File: config.mk
export PLATFORM = sky130hd
export DESIGN_NAME = cart_bank_ext_decoder
export DESIGN_NICKNAME = d
export VERILOG_FILES = /design/src/rtl/cart_ext_pkg.sv /design/src/rtl/cart_rst_sync.sv /design/src/rtl/cart_wram_bank_sel.sv /design/src/rtl/cart_cpu_router.sv /design/src/rtl/cart_open_bus.sv /design/src/rtl/cart_gfx_router.sv /design/src/rtl/cart_bank_ext_decoder.sv
export SDC_FILE = /design/constraint.sdc
export NUM_CORES = 1
export LEC_CHECK = 0
export BUFFER_PORTS_ARGS = -buffer_cell sky130_fd_sc_hd__buf_2
export CAP_MARGIN = 15
export CORE_AREA = 2 2 80 82
export CTS_CLUSTER_SIZE = 10
export DETAILED_ROUTE_END_ITERATION = 12
export DIE_AREA = 0 0 82 84
export PLACE_DENSITY_LB_ADDON = 0.2
export SYNTH_ARGS = -nofsm -noshare
export SYNTH_HDL_FRONTEND = slang
export SYNTH_HIERARCHICAL = 1
export SYNTH_SLANG_ARGS = --single-unit
export TNS_END_PERCENT = 50
File: constraint.sdc
create_clock -name clk -period 1.01 [get_ports clk]
set_clock_uncertainty 0.05 [all_clocks]
set_input_delay 0.0505 -clock clk [delete_from_list [all_inputs] [get_ports clk]]
set_output_delay 0.0505 -clock clk [all_outputs]
set_load 0.01 [all_outputs]
File: src/rtl/cart_ext_pkg.sv
package cart_ext_pkg;
  typedef enum logic [2:0] {
    VAR_PLAIN    = 3'd0,
    VAR_RAM_B1   = 3'd1,
    VAR_RAM_B2   = 3'd2,
    VAR_RAM_GATE = 3'd3,
    VAR_WIDE     = 3'd4
  } board_var_e;

  localparam int DW_DEF         = 8;
  localparam int CTL_PRG_AW_DEF = 18;
  localparam int WRAM_BANK_W_DEF = 2;
  localparam int WRAM_OFS_W     = 13;
  localparam int NT_AW_DEF      = 11;
  localparam int PAT_AW_DEF     = 17;
endpackage

File: src/rtl/cart_rst_sync.sv
module cart_rst_sync (
  input  logic clk,
  input  logic rst_n,
  output logic rst_sync_n
);
  logic [1:0] sync_q;
  logic [1:0] sync_d;

  always_comb sync_d = {sync_q[0], 1'b1};

  always_ff @(posedge clk or negedge rst_n) begin
    if (!rst_n) sync_q <= 2'b00;
    else        sync_q <= sync_d;
  end

  assign rst_sync_n = sync_q[1];
endmodule

File: src/rtl/cart_wram_bank_sel.sv
module cart_wram_bank_sel
  import cart_ext_pkg::*;
#(
  parameter board_var_e VARIANT     = VAR_WIDE,
  parameter int         WRAM_BANK_W = WRAM_BANK_W_DEF
) (
  input  logic [2:0]             chr_hi,
  output logic [WRAM_BANK_W-1:0] bank,
  output logic                   gate_closed,
  output logic                   prg_hi
);
  logic unused_chr;
  assign unused_chr = ^chr_hi;

  generate
    if (VARIANT == VAR_RAM_B1) begin : g_b1
      assign bank        = WRAM_BANK_W'(chr_hi[1]);
      assign gate_closed = 1'b0;
      assign prg_hi      = 1'b0;
    end else if (VARIANT == VAR_RAM_B2) begin : g_b2
      assign bank        = WRAM_BANK_W'(chr_hi[1:0]);
      assign gate_closed = 1'b0;
      assign prg_hi      = 1'b0;
    end else if (VARIANT == VAR_RAM_GATE) begin : g_gate
      assign bank        = '0;
      assign gate_closed = chr_hi[2];
      assign prg_hi      = 1'b0;
    end else if (VARIANT == VAR_WIDE) begin : g_wide
      assign bank        = WRAM_BANK_W'(chr_hi[1:0]);
      assign gate_closed = 1'b0;
      assign prg_hi      = chr_hi[2];
    end else begin : g_plain
      assign bank        = '0;
      assign gate_closed = 1'b0;
      assign prg_hi      = 1'b0;
    end
  endgenerate
endmodule

File: src/rtl/cart_cpu_router.sv
module cart_cpu_router
  import cart_ext_pkg::*;
#(
  parameter int DW          = DW_DEF,
  parameter int CTL_PRG_AW  = CTL_PRG_AW_DEF,
  parameter int WRAM_BANK_W = WRAM_BANK_W_DEF,
  localparam int PRG_AW     = CTL_PRG_AW + 1,
  localparam int WRAM_AW    = WRAM_BANK_W + WRAM_OFS_W
) (
  input  logic [15:0]            cpu_addr,
  input  logic                   cpu_wr,
  input  logic [CTL_PRG_AW-1:0]  ctl_prg_addr,
  input  logic                   ram_disable,
  input  logic                   gate_closed,
  input  logic                   prg_hi,
  input  logic [WRAM_BANK_W-1:0] bank,
  input  logic [DW-1:0]          prg_rdata,
  input  logic [DW-1:0]          wram_rdata,
  input  logic [DW-1:0]          open_bus,
  output logic [DW-1:0]          rdata,
  output logic [PRG_AW-1:0]      prg_addr,
  output logic [WRAM_AW-1:0]     wram_addr,
  output logic                   wram_we,
  output logic                   reg_wr
);
  logic hit_rom, hit_wram;

  assign hit_rom   = cpu_addr[15];
  assign hit_wram  = (cpu_addr[15:13] == 3'b011);
  assign prg_addr  = {prg_hi, ctl_prg_addr};
  assign wram_addr = {bank, cpu_addr[WRAM_OFS_W-1:0]};
  assign wram_we   = cpu_wr & hit_wram & ~gate_closed & ~ram_disable;
  assign reg_wr    = cpu_wr & hit_rom;

  always_comb begin
    rdata = open_bus;
    if (hit_rom) begin
      rdata = prg_rdata;
    end else if (hit_wram) begin
      if (gate_closed)      rdata = open_bus;
      else if (ram_disable) rdata = '0;
      else                  rdata = wram_rdata;
    end
  end
endmodule

File: src/rtl/cart_open_bus.sv
module cart_open_bus
  import cart_ext_pkg::*;
#(
  parameter int DW = DW_DEF
) (
  input  logic          clk,
  input  logic          rst_n,
  input  logic          cpu_rd,
  input  logic          cpu_wr,
  input  logic [DW-1:0] cpu_wdata,
  input  logic [DW-1:0] cpu_rdata,
  output logic [DW-1:0] bus_q
);
  logic          bus_en;
  logic [DW-1:0] bus_d;

  always_comb begin
    bus_en = cpu_rd | cpu_wr;
    bus_d  = cpu_wr ? cpu_wdata : cpu_rdata;
  end

  always_ff @(posedge clk or negedge rst_n) begin
    if (!rst_n)      bus_q <= '0;
    else if (bus_en) bus_q <= bus_d;
  end
endmodule

File: src/rtl/cart_gfx_router.sv
module cart_gfx_router
  import cart_ext_pkg::*;
#(
  parameter int DW     = DW_DEF,
  parameter int NT_AW  = NT_AW_DEF,
  parameter int PAT_AW = PAT_AW_DEF
) (
  input  logic              sel_nt,
  input  logic              gfx_wr,
  input  logic [NT_AW-1:0]  ctl_nt_addr,
  input  logic [PAT_AW-1:0] ctl_pat_addr,
  input  logic [DW-1:0]     ntram_rdata,
  input  logic [DW-1:0]     pat_rdata,
  output logic [DW-1:0]     gfx_rdata,
  output logic [NT_AW-1:0]  ntram_addr,
  output logic              ntram_we,
  output logic [PAT_AW-1:0] pat_addr,
  output logic              pat_we
);
  assign ntram_addr = ctl_nt_addr;
  assign pat_addr   = ctl_pat_addr;
  assign ntram_we   = gfx_wr & sel_nt;
  assign pat_we     = gfx_wr & ~sel_nt;
  assign gfx_rdata  = sel_nt ? ntram_rdata : pat_rdata;
endmodule

File: src/rtl/cart_bank_ext_decoder.sv
module cart_bank_ext_decoder
  import cart_ext_pkg::*;
#(
  parameter board_var_e VARIANT     = VAR_WIDE,
  parameter int         DW          = DW_DEF,
  parameter int         CTL_PRG_AW  = CTL_PRG_AW_DEF,
  parameter int         WRAM_BANK_W = WRAM_BANK_W_DEF,
  parameter int         NT_AW       = NT_AW_DEF,
  parameter int         PAT_AW      = PAT_AW_DEF,
  localparam int        PRG_AW      = CTL_PRG_AW + 1,
  localparam int        WRAM_AW     = WRAM_BANK_W + WRAM_OFS_W
) (
  input  logic                  clk,
  input  logic                  rst_n,
  input  logic [15:0]           cpu_addr,
  input  logic                  cpu_rd,
  input  logic                  cpu_wr,
  input  logic [DW-1:0]         cpu_wdata,
  output logic [DW-1:0]         cpu_rdata,
  input  logic [CTL_PRG_AW-1:0] ctl_prg_addr,
  input  logic [2:0]            ctl_chr_hi,
  input  logic                  ctl_ram_disable,
  output logic                  ctl_reg_wr,
  output logic [PRG_AW-1:0]     prg_rom_addr,
  input  logic [DW-1:0]         prg_rom_rdata,
  output logic [WRAM_AW-1:0]    wram_addr,
  output logic                  wram_we,
  input  logic [DW-1:0]         wram_rdata,
  input  logic [13:0]           gfx_addr,
  input  logic                  gfx_wr,
  output logic [DW-1:0]         gfx_rdata,
  input  logic [NT_AW-1:0]      ctl_nt_addr,
  input  logic [PAT_AW-1:0]     ctl_pat_addr,
  output logic [NT_AW-1:0]      ntram_addr,
  output logic                  ntram_we,
  input  logic [DW-1:0]         ntram_rdata,
  output logic [PAT_AW-1:0]     pat_addr,
  output logic                  pat_we,
  input  logic [DW-1:0]         pat_rdata
);
  logic                   rst_sync_n;
  logic [WRAM_BANK_W-1:0] bank;
  logic                   gate_closed, prg_hi;
  logic [DW-1:0]          open_bus;
  logic                   unused_gfx;

  assign unused_gfx = ^gfx_addr[12:0];

  cart_rst_sync u_rst (.clk(clk), .rst_n(rst_n), .rst_sync_n(rst_sync_n));

  cart_wram_bank_sel #(.VARIANT(VARIANT), .WRAM_BANK_W(WRAM_BANK_W)) u_bank (
    .chr_hi(ctl_chr_hi), .bank(bank), .gate_closed(gate_closed), .prg_hi(prg_hi)
  );

  cart_cpu_router #(.DW(DW), .CTL_PRG_AW(CTL_PRG_AW), .WRAM_BANK_W(WRAM_BANK_W)) u_cpu (
    .cpu_addr(cpu_addr), .cpu_wr(cpu_wr), .ctl_prg_addr(ctl_prg_addr),
    .ram_disable(ctl_ram_disable), .gate_closed(gate_closed), .prg_hi(prg_hi),
    .bank(bank), .prg_rdata(prg_rom_rdata), .wram_rdata(wram_rdata),
    .open_bus(open_bus), .rdata(cpu_rdata), .prg_addr(prg_rom_addr),
    .wram_addr(wram_addr), .wram_we(wram_we), .reg_wr(ctl_reg_wr)
  );

  cart_open_bus #(.DW(DW)) u_ob (
    .clk(clk), .rst_n(rst_sync_n), .cpu_rd(cpu_rd), .cpu_wr(cpu_wr),
    .cpu_wdata(cpu_wdata), .cpu_rdata(cpu_rdata), .bus_q(open_bus)
  );

  cart_gfx_router #(.DW(DW), .NT_AW(NT_AW), .PAT_AW(PAT_AW)) u_gfx (
    .sel_nt(gfx_addr[13]), .gfx_wr(gfx_wr), .ctl_nt_addr(ctl_nt_addr),
    .ctl_pat_addr(ctl_pat_addr), .ntram_rdata(ntram_rdata), .pat_rdata(pat_rdata),
    .gfx_rdata(gfx_rdata), .ntram_addr(ntram_addr), .ntram_we(ntram_we),
    .pat_addr(pat_addr), .pat_we(pat_we)
  );
endmodule

==> results of run 1 <==
## state kept, by name (all words and copies together), names as in the netlist
register,cells
u_ob/bus_q,8
u_rst/sync_q,2
## report_power, final
group | internal (mW) | switching [mW] | leakage, nW | total (mW)
sequential | 0.439 | 0.0235 | 0.121 | 0.462
clock | 0.342 | 0.148 | 0.0288 | 0.490
combinational | 0.305 | 0.224 | 0.627 | 0.529
total | 1.09 | 0.396 | 0.776 | 1.48
## area by class of cell
cell class	count	area, um^2	share of cell area
Clock buffer	4	55.1	0.0364
Inverter	5	18.8	0.0124
Multi-Input combinational cell	62	558	0.369
Sequential cell	10	250	0.166
Tap cell	77	96.3	0.0637
Timing Repair Buffer	90	533	0.353
## synthesized netlist by cell type
cell type and n:
conb_1 2, o311ai_1 5, buf_4 66, buf_6 5, and2b_2 1, inv_1 5, and4bb_4 1, nor3b_1 3
o21ai_1 8, and2_1 2, dlymetal6s2s_1 1, mux2_4 8, nand3b_1 5, dfrtp_1 10, a221o_1 3, nand2_1 13
and2_2 1, mux2i_1 8, nor2b_4 1
## cell usage in the layout (no fill, tap or decap), types with 3 or more instances in the layout
| cell | synthesis | layout |
|---|---|---|
| buf_2 | 0 | 68 |
| nand2_1 | 13 | 13 |
| buf_4 | 66 | 12 |
| dfrtp_1 | 10 | 10 |
| dlygate4sd3_1 | 0 | 8 |
| mux2_4 | 8 | 8 |
| mux2i_1 | 8 | 8 |
| o21ai_1 | 8 | 8 |
| nand3b_1 | 5 | 5 |
| clkbuf_8 | 0 | 4 |
| inv_1 | 5 | 4 |
| o311ai_2 | 0 | 4 |
| a221o_1 | 3 | 3 |
## worst reg2reg max path: stages (launching register included)
cell and delay (ns):
dfrtp_1 0.38, nor3b_1 0.14, a221o_1 0.29, mux2i_1 0.14, o21ai_1 0.07
## logic make-up after synthesis
logic type / count (synthesis)
compound gates: 16
buf+inv: 77
flops: 10
mux: 16
other cells: 2
simple gates: 27
## per-layer routing
| layer | share of wire | vias up | GRT usage |
|---|---|---|---|
| met2 | 0.50 | 99 | 0.206 |
| met1 | 0.28 | 451 | 0.0910 |
| li1 | - | 472 | - |
| met4 | 0.017 | 0 | 0.0348 |
| met3 | 0.20 | 10 | 0.0682 |
| met5 | 0 | - | 0.0417 |
## per-stage QoR
stage	TNS, ns	util	cells	hold slack [ns]	setup slack [ns]
3_3_place_gp	-3.26	0.212	228	-0.210	-0.269
6_report	-2.56	0.248	248	0.00757	-0.276
2_1_floorplan	-1.61	-	148	-0.295	-0.211
5_1_grt	-3.78	0.248	248	0.0430	-0.322
3_5_place_dp	-3.41	0.212	228	-0.210	-0.304
4_1_cts	-2.62	0.244	246	0.0000330	-0.267
## path summary, 6_finish.rpt
| check | from | end |
|---|---|---|
| min | cpu_wdata[0] | u_ob/bus_q[0] |
| min in group asynchronous | rst_n | u_rst/sync_q[0] |
| max in group asynchronous | u_rst/sync_q[1] | u_ob/bus_q[7] |
| max | u_ob/bus_q[4] | cpu_rdata[4] |
| min reg2reg | u_rst/sync_q[1] | u_ob/bus_q[5] |
| max reg2reg | u_ob/bus_q[4] | u_ob/bus_q[4] |
## repair_timing
item,4_1_cts,5_1_grt
cloned,1,0
endpoints found under the setup margin,17,17
hold endpoints to repair,9,0
hold buffers,8,0
gates resized for setup,4,2
buffers inserted,5,2
pin swaps,7,1
==> impl_results.md, run 1 <==
- Remaining number of nets flagged by the antenna check after routing: 0
- Compound-gate portion of the synthesized area: 0.0861
- Synth cell types: 19
- Slack of the worst reg-to-reg path: -0.18 ns
- Sequential area share after synthesis: 0.189
- Dpl hpwl: 3530 um
- Worst Slack Setup Final: -0.276 ns
- Max frequency: 777 MHz
- Post-layout instance area: 1510 um^2
- Number of global-route vias before repair: 1072
- Global-route wire length before repair: 5770 um
- Xor/xnor cell area share of the yosys netlist: 0
- P_leak: 0.776 nW
- Total Power: 1.48 mW
- Die Wd: 82 um
- Count of yosys warnings during synthesis: 6
- Number of violations reported at the end of detailed-routing iteration 0: 8
- Critical Path Start Type: flip-flop
- Portion of netlist area occupied by mux cells: 0.151
- Length of the first detailed-routing pass in iterations: 4
- Min-delay worst type: input port to flip-flop
- Syn nets: 273
- Area Overhead vs Synth: 14.3%
- Run status: finished, violations left
- Count of final hold-check violations: 0
- Number of buffers inserted by port buffering: 69
- Count of inserted antenna diode cells: 0
- Crit. End Element: output port
- DRC violations left: 0
- Die Area: 6890 um^2
- Site row count: 29
- Synthesized area: 1320 um^2
- Dominant cell type by area after synthesis: buf_4
- Number of antenna violations at the first check in global routing: 0
- Max_cap viols: 0
- Via density per instance: 4.16
- Number of top-level pins: 207
- Clock-pin slew on the worst setup and hold paths: 0.05 ns
- Final Critical Period: 1.29 ns
- Final setup vio count: 17
- Req. time, crit path: 0.91 ns
- Main combinational cell family by area after synthesis: buffers and inverters
- Share of cells above drive strength 1: 0.620
- Area share of the leading cell type in the synthesized netlist: 0.375
- Crit path arrival time: 1.19 ns
- Synthesized area per cell: 8.94 um^2
- Pin count of the biggest net entering global routing: 19
- TritonCTS Buffers: 3
- Stage delay of the slowest cell on the critical path: 0.38 ns
- Vias after detailed routing: 1032
- Residual overflow from global routing: 0
- Worst VDD drop: 0.000631 V
- Adder-Cell Fraction of Synth Area: 0
- Later-pin clock latency in the skew report: 0.23 ns
- Violated checks: setup timing
- Period utilisation layout: 1.27
- CP Buf/Inv Count: 1
- Clock root cell: clkbuf_8
- Kind of cell with the highest combined delay on the critical path: flip-flops
- Count of cell instances traversed by the critical path: 3
- Power density over the cells: 980 nW/um^2
- Weighted congestion at the end of routability-driven global placement: 0.684
- Setup repair after global routing missed its margin: true
- Core area: 6100 um^2
- # clock sinks: 10
- Post-DP Area: 1290 um^2
- Mapped Cells: 148
- GRT Total Usage: 0.111
- Main area contributors after synthesis: buf_4 (37%), dfrtp_1 (19%), mux2_4 (9.1%)
- Final Max Tran Viols: 0
- Number of instances on the worst hold path: 3
- Starting density of the core: 0.217
- Count of H-tree levels built during CTS: 1
- Simple-gate share of the synthesized area: 0.127
- CTS Buffer Depth: 2
- Setup CP Type: flip-flop to output port
- Average wire length per cell after detail routing: 17.1 um
- Fill cell instance count of the final layout: 688
- CP max stage cell: dfrtp_1
- Worst-path maximum fanout: 2
- TritonCTS clock tree: built
- Number of synthesized register bits: 10
- Total wire length after detailed routing: 4230 um
- DIE HEIGHT: 84 um
- Net count of the finished layout: 297
- Number of cell instances on the worst register-to-register path: 4
- Cells along the critical path: nor3b_1 > a221o_1 > buf_2
Power figures use the tool's default switching activity.
==> run 2, diff against run 1 <==
==> constraint.sdc (replaced) <==
create_clock -name clk -period 1.01 [get_ports clk]
set_clock_uncertainty 0.05 [all_clocks]
set_input_delay 0.1515 -clock clk [delete_from_list [all_inputs] [get_ports clk]]
set_output_delay 0.1515 -clock clk [all_outputs]
set_load 0.01 [all_outputs]
==> run 2 against run 1 <==
  * The run still ends with setup timing left
  * Sequential share of layout area increased by 0.71 points
  * Total power shrank 1.8%
  * First-iteration DRC count is 13% higher
  * Critical path depth unchanged
  * Sequential power about the same
  * Count of clock-buffer cells in the layout is the same
  * Core utilization decreased by 1.0 points
==> impl_results.md, run 2 (synthesis gave the netlist of run 1 again) <==
- CTS Buffer Depth: 2 (unchanged)
- Final Critical Period: 1.37 ns (+0.0805 ns)
- Clock-pin slew on the worst setup and hold paths: 0.05 ns (about the same)
- Average wire length per cell after detail routing: 16.8 um (-1.7%)
- Max_cap viols: 0 (unchanged)
- Number of buffers inserted by port buffering: 69 (unchanged)
- Final cell utilization of the core: 0.238 (-0.0103)
- Setup repair after global routing missed its margin: true
- Global-route wire length before repair: 5600 um (-3.0%)
- Commonest cells after routing, fill and taps aside: buf_2 (65), nand2_1 (13), dfrtp_1 (10)
- Violated checks: setup timing
- Length of the first detailed-routing pass in iterations: 4 (unchanged)
- Share of cells above drive strength 1: 0.636 (+0.0159)
- Cell Count, Final, Fillers Out: 239 (-3.6%)
- Weighted congestion at the end of routability-driven global placement: 0.682 (-0.23%)
- Site row count: 29 (unchanged)
- Starting density of the core: 0.217 (unchanged)
- Crit path arrival time: 1.17 ns (-0.02 ns)
- Clock root cell: clkbuf_8
- GRT Total Usage: 0.109 (-0.00223)
- Die Wd: 82 um (unchanged)
- Later-pin clock latency in the skew report: 0.23 ns (about the same)
- Number of antenna violations at the first check in global routing: 0 (unchanged)
- P_leak: 0.744 nW (-4.2%)
- Residual overflow from global routing: 0 (unchanged)
- Leading registers by flop count: u_ob/bus_q: 8 flops, u_rst/sync_q: 2 flops
- Die Area: 6890 um^2 (unchanged)
- Number of global-route vias before repair: 1066 (-0.56%)
- Remaining number of nets flagged by the antenna check after routing: 0 (unchanged)
- Final setup vio count: 16 (-1)
- Via density per instance: 4.10 (-1.5%)
- Max frequency: 732 MHz (-5.9%)
- Register with the highest flop count: u_ob/bus_q
- TritonCTS Buffers: 3 (unchanged)
- Setup CP Type: flip-flop to output port
- # clock sinks: 10 (unchanged)
- Crit. End Element: output port
- Number of violations reported at the end of detailed-routing iteration 0: 9 (+1)
- Run status: finished, violations left
- Power density over the cells: 1000 nW/um^2 (+2.5%)
- Req. time, crit path: 0.81 ns (-0.10 ns)
- Count of final hold-check violations: 0 (unchanged)
- Net count of the finished layout: 288 (-3.0%)
- Number of cells in the design after placement: 227 (-0.44%)
- Min-delay worst type: input port to flip-flop
- Startpoint of the worst hold path: cpu_wdata[2]
- Final Max Tran Viols: 0 (unchanged)
- Launch point of the worst path: u_ob/bus_q[0]
- Area Overhead vs Synth: 9.56%
- Count of inserted antenna diode cells: 0 (unchanged)
- Total Power: 1.46 mW (-1.8%)
- Total wire length after detailed routing: 4010 um (-5.2%)
- DRC violations left: 0 (unchanged)
- Vias after detailed routing: 980 (-5.0%)
- Critical Path Start Type: flip-flop
- Commonest non-fill, non-tap cell in the layout: buf_2
- Number of top-level pins: 207 (unchanged)
- Max reg flops: 8 (unchanged)
- Core area: 6100 um^2 (unchanged)
- Worst VDD drop: 0.000507 V (-20%)
- DIE HEIGHT: 84 um (unchanged)
- TritonCTS clock tree: built
- Period utilisation layout: 1.35 (+0.0797)
- Worst Slack Setup Final: -0.357 ns (-0.0805 ns)
- Count of H-tree levels built during CTS: 1 (unchanged)
- Dpl hpwl: 3360 um (-4.9%)
- Launching point of the worst reg2reg path: u_ob/bus_q[0]
- Dpl ws: -0.435 ns (-0.132 ns)
- Worst hold slack: 0.0784 ns (+0.0709 ns)
- Fill cell instance count of the final layout: 701 (+1.9%)
- Worst-path maximum fanout: 2 (unchanged)
- Pin count of the biggest net entering global routing: 18 (-1)
-- run 2: per-layer routing --
layer  wire length, um  part of all wire  global-route usage  vias to the layer above
met3               794              0.20              0.0725                       12
li1                  -                 -                   -                      452
met5                 0                 0                   0                        -
met2              2200              0.55               0.211                       95
met4                53             0.013              0.0333                        0
met1               963              0.24              0.0817                      421
-- run 2: metrics by stage --
| stage | cell area [um^2] | TNS, ns |
|---|---|---|
| 2_1_floorplan | 1380 | -3.62 |
| 3_3_place_gp | 1300 | -6.79 |
| 3_5_place_dp | 1300 | -6.87 |
| 4_1_cts | 1430 | -4.27 |
| 5_1_grt | 1450 | -5.10 |
| 6_report | 1450 | -3.95 |
-- run 2: repair_timing --
item                       4_1_cts  5_1_grt
setup endpoints to repair       25       20
pin swaps                        6        4
hold buffers                     1        0
resized for setup                4        3
buffers inserted                 5        1
hold endpoints to repair         2        0
gates cloned                     1        0
-- run 2: final timing paths --
kind | to | slack [ns] | cells after the start
max in group asynchronous | u_ob/bus_q[3] | 0.56 | 0
worst min register to register | u_ob/bus_q[4] | 0.09 | 0
worst max-delay path | cpu_rdata[0] | -0.36 | 3
worst max register to register | u_ob/bus_q[0] | -0.28 | 5
worst min-delay path | u_ob/bus_q[2] | 0.08 | 3
min in group asynchronous | u_ob/bus_q[4] | 0.09 | 0
-- run 2: worst max-delay path: stages (launching register included) --
cell	delay, ns
dfrtp_1	0.36
nor3b_1	0.13
a221o_1	0.29
buf_2	0.15
-- run 2: layout make-up --
type                            count  area [um^2]  share of cell area
Inverter                            5         18.8              0.0130
Timing Repair Buffer               81          479               0.331
Clock buffer                        4         55.1              0.0380
Tap cell                           77         96.3              0.0665
Sequential cell                    10          250               0.173
Multi-Input combinational cell     62          549               0.379
-- run 2: report_power, final --
part	internal, mW	total [mW]	switching, mW
clock network	0.343	0.499	0.156
logic	0.282	0.496	0.214
registers	0.439	0.460	0.0218
total	1.06	1.46	0.392
==> run 3, diff against run 2 <==
--- a/config.mk
+++ b/config.mk
@@ -5,12 +5,15 @@
 export SDC_FILE = /design/constraint.sdc
 export NUM_CORES = 1
 export LEC_CHECK = 0
+export ABC_AREA = 1
 export BUFFER_PORTS_ARGS = -buffer_cell sky130_fd_sc_hd__buf_2
 export CAP_MARGIN = 15
 export CORE_AREA = 2 2 80 82
+export CTS_BUF_LIST = sky130_fd_sc_hd__clkbuf_4
 export CTS_CLUSTER_SIZE = 10
 export DETAILED_ROUTE_END_ITERATION = 12
 export DIE_AREA = 0 0 82 84
+export GPL_TIMING_DRIVEN = 0
 export PLACE_DENSITY_LB_ADDON = 0.2
 export SYNTH_ARGS = -nofsm -noshare
 export SYNTH_HDL_FRONTEND = slang
==> run 3 against run 2 <==
  * Global-route usage down 0.58 points
  * Die area stayed put
  * Clock power down 44%
  * Final cell count rose by 74%
  * Routed wire length grew 3.1%
  * The flow still finishes with violations (setup timing)
  * Largest cell class is now buffers
  * First-iteration DRC count is 67% higher
==> impl_results.md, run 3 <==
- Main area contributors after synthesis: buf_4 (39%), dfrtp_1 (19%), nand2_1 (18%)
- TritonCTS clock tree: built
- Sequential area share after synthesis: 0.190 (+0.000539)
- DIE HEIGHT: 84 um (unchanged)
- Number of antenna violations at the first check in global routing: 0 (unchanged)
- Area share of the leading cell type in the synthesized netlist: 0.387 (+0.0125)
- Global-route wire length before repair: 5710 um (+2.0%)
- Crit path arrival time: 1.03 ns (-0.14 ns)
- Crit. End Element: output port
- Final Max Tran Viols: 0 (unchanged)
- Register area: 250 um^2 (unchanged)
- Clock-pin slew on the worst setup and hold paths: 0.07 ns (+0.02 ns)
- Final setup vio count: 11 (-5)
- Setup repair after global routing missed its margin: true
- Worst VDD drop: 0.000431 V (-15%)
- Synthesized area: 1320 um^2 (-0.28%)
- Most frequent cell after synthesis: buf_4
- Worst Slack Setup Final: -0.226 ns (+0.131 ns)
- Starting density of the core: 0.216 (-0.000616)
- Commonest cells after routing, fill and taps aside: buf_2 (128), buf_4 (74), nand2_1 (61)
- Dpl hpwl: 3380 um (+0.62%)
- Period utilisation layout: 1.22 (-0.130)
- Total Power: 1.61 mW (+11%)
- Violated checks: setup timing
- Area Overhead vs Synth: 67.2%
- Dominant cell type by area after synthesis: buf_4
- Dpl ws: -0.163 ns (+0.272 ns)
- CTS Buffer Depth: 2 (unchanged)
- Number of buffers inserted by port buffering: 130 (+88%)
- Fill cell instance count of the final layout: 686 (-2.1%)
- Core area: 6100 um^2 (unchanged)
- TritonCTS Buffers: 3 (unchanged)
- Leading registers by flop count: u_ob/bus_q: 8 flops, u_rst/sync_q: 2 flops
- Count of inserted antenna diode cells: 0 (unchanged)
- Setup CP Type: flip-flop to output port
- Commonest non-fill, non-tap cell in the layout: buf_2
- Total wire length after detailed routing: 4140 um (+3.1%)
- Site row count: 29 (unchanged)
- DRC violations left: 0 (unchanged)
- Ys async rst share: 1.00 (unchanged)
- Length of the first detailed-routing pass in iterations: 4 (unchanged)
- Final-layout setup total negative slack: -1.49 ns (+2.46 ns)
- Clock root cell: clkbuf_4
- Count of H-tree levels built during CTS: 1 (unchanged)
- Die Wd: 82 um (unchanged)
- Number of cells in the design after placement: 405 (+78%)
- Commonest cells in the synthesized netlist: buf_4 (68), nand2_1 (63), nand3_1 (32)
- Run status: finished, violations left
- Mapped Cells: 198 (+34%)
- Synth cell types: 15 (-4)
- Total area of multi-input combinational cells: 533 um^2 (-3.0%)
- Max reg flops: 8 (unchanged)
- Number of violations reported at the end of detailed-routing iteration 0: 15 (+6)
- Min-delay worst type: input port to flip-flop
- Pin count of the biggest net entering global routing: 11 (-7)
- Req. time, crit path: 0.81 ns (about the same)
- Number of synthesized register bits: 10 (unchanged)
- Net count of the finished layout: 465 (+61%)
- Syn nets: 323 (+18%)
- Critical Path Start Type: flip-flop
- Max_cap viols: 0 (unchanged)
- Remaining number of nets flagged by the antenna check after routing: 0 (unchanged)
- Power density over the cells: 729 nW/um^2 (-27%)
- Count of final hold-check violations: 0 (unchanged)
- Register with the highest flop count: u_ob/bus_q
- GRT Total Usage: 0.103 (-0.00583)
- Share of cells above drive strength 1: 0.667 (+0.0309)
- Number of top-level pins: 207 (unchanged)
- Weighted congestion at the end of routability-driven global placement: 0.726 (+6.4%)
- Later-pin clock latency in the skew report: 0.26 ns (+0.03 ns)
- Vias after detailed routing: 1633 (+67%)
- Cell Count, Final, Fillers Out: 416 (+74%)
- Via density per instance: 3.93 (-4.3%)
- Residual overflow from global routing: 0 (unchanged)
- Number of global-route vias before repair: 1370 (+29%)
- Worst hold slack: 0.0493 ns (-0.0292 ns)
- P_leak: 1.40 nW (+88%)
- Worst-path maximum fanout: 2 (unchanged)
- Number of enable-type register cells in the synthesized netlist: 0 (unchanged)
- Dominant register cell in the synthesized netlist: dfrtp_1
- Average wire length per cell after detail routing: 9.94 um (-41%)
- Max frequency: 809 MHz (+11%)
- Count of yosys warnings during synthesis: 6 (unchanged)
- Synthesized area per cell: 6.66 um^2 (-25%)
- # clock sinks: 10 (unchanged)
- Final Critical Period: 1.24 ns (-0.131 ns)
- Die Area: 6890 um^2 (unchanged)
## run 3: cell type report
cell class,count,area share
Multi-Input combinational cell,106,0.242
Clock inverter,1,0.00170
Sequential cell,10,0.114
Buffer,70,0.242
Timing Repair Buffer,137,0.326
Inverter,12,0.0216
Tap cell,77,0.0437
Clock buffer,3,0.0102
## run 3: per-layer routing
metal  vias up  part of all wire  GRT usage
met5         -                 0          0
met3         2              0.13     0.0152
met2       110              0.50      0.197
met1       687              0.36      0.112
li1        834                 -          -
met4         0            0.0060     0.0318
## run 3: cell families after synthesis
| family | synth area share |
|---|---|
| simple gates | 0.364 |
| buf+inv | 0.440 |
| flops | 0.190 |
| other cells | 0.00569 |
## run 3: report_power, final
part	total (mW)	internal, mW	switching (mW)	leakage [nW]
Combinational	0.869	0.481	0.388	1.26
Sequential	0.460	0.437	0.0233	0.121
Clock	0.279	0.142	0.136	0.0154
Total	1.61	1.06	0.548	1.40
## run 3: metrics by stage
| step | instance area (um^2) | util |
|---|---|---|
| final | 2200 | 0.362 |
| after global placement | 2070 | 0.339 |
| after global routing | 2200 | 0.362 |
| after CTS | 2130 | 0.350 |
| after detailed placement | 2070 | 0.339 |
| after floorplan | 1320 | - |
## run 3: final timing paths
path                       slack (ns)            start  cells after the start       endpoint
min                              0.05     cpu_wdata[7]                      3  u_ob/bus_q[7]
min reg2reg                      0.09  u_rst/sync_q[1]                      0  u_ob/bus_q[2]
max reg2reg                     -0.02    u_ob/bus_q[2]                      7  u_ob/bus_q[2]
max                             -0.23    u_ob/bus_q[7]                      5   cpu_rdata[7]
max in group asynchronous        0.57  u_rst/sync_q[1]                      0  u_ob/bus_q[4]
min in group asynchronous        0.09  u_rst/sync_q[1]                      0  u_ob/bus_q[2]
## run 3: repair_timing
item	4_1_cts	5_1_grt
pin swaps	3	2
hold endpoints to repair	2	0
hold buffers	1	0
endpoints found under the setup margin	9	13
buffers inserted	2	4
gates resized for setup	3	9
## run 3: critical path: stages, from the launching register on
cell and delay [ns]:
dfrtp_1 0.38, inv_1 0.07, nand2_1 0.05, nand3_1 0.08
nand2_1 0.06, buf_2 0.14
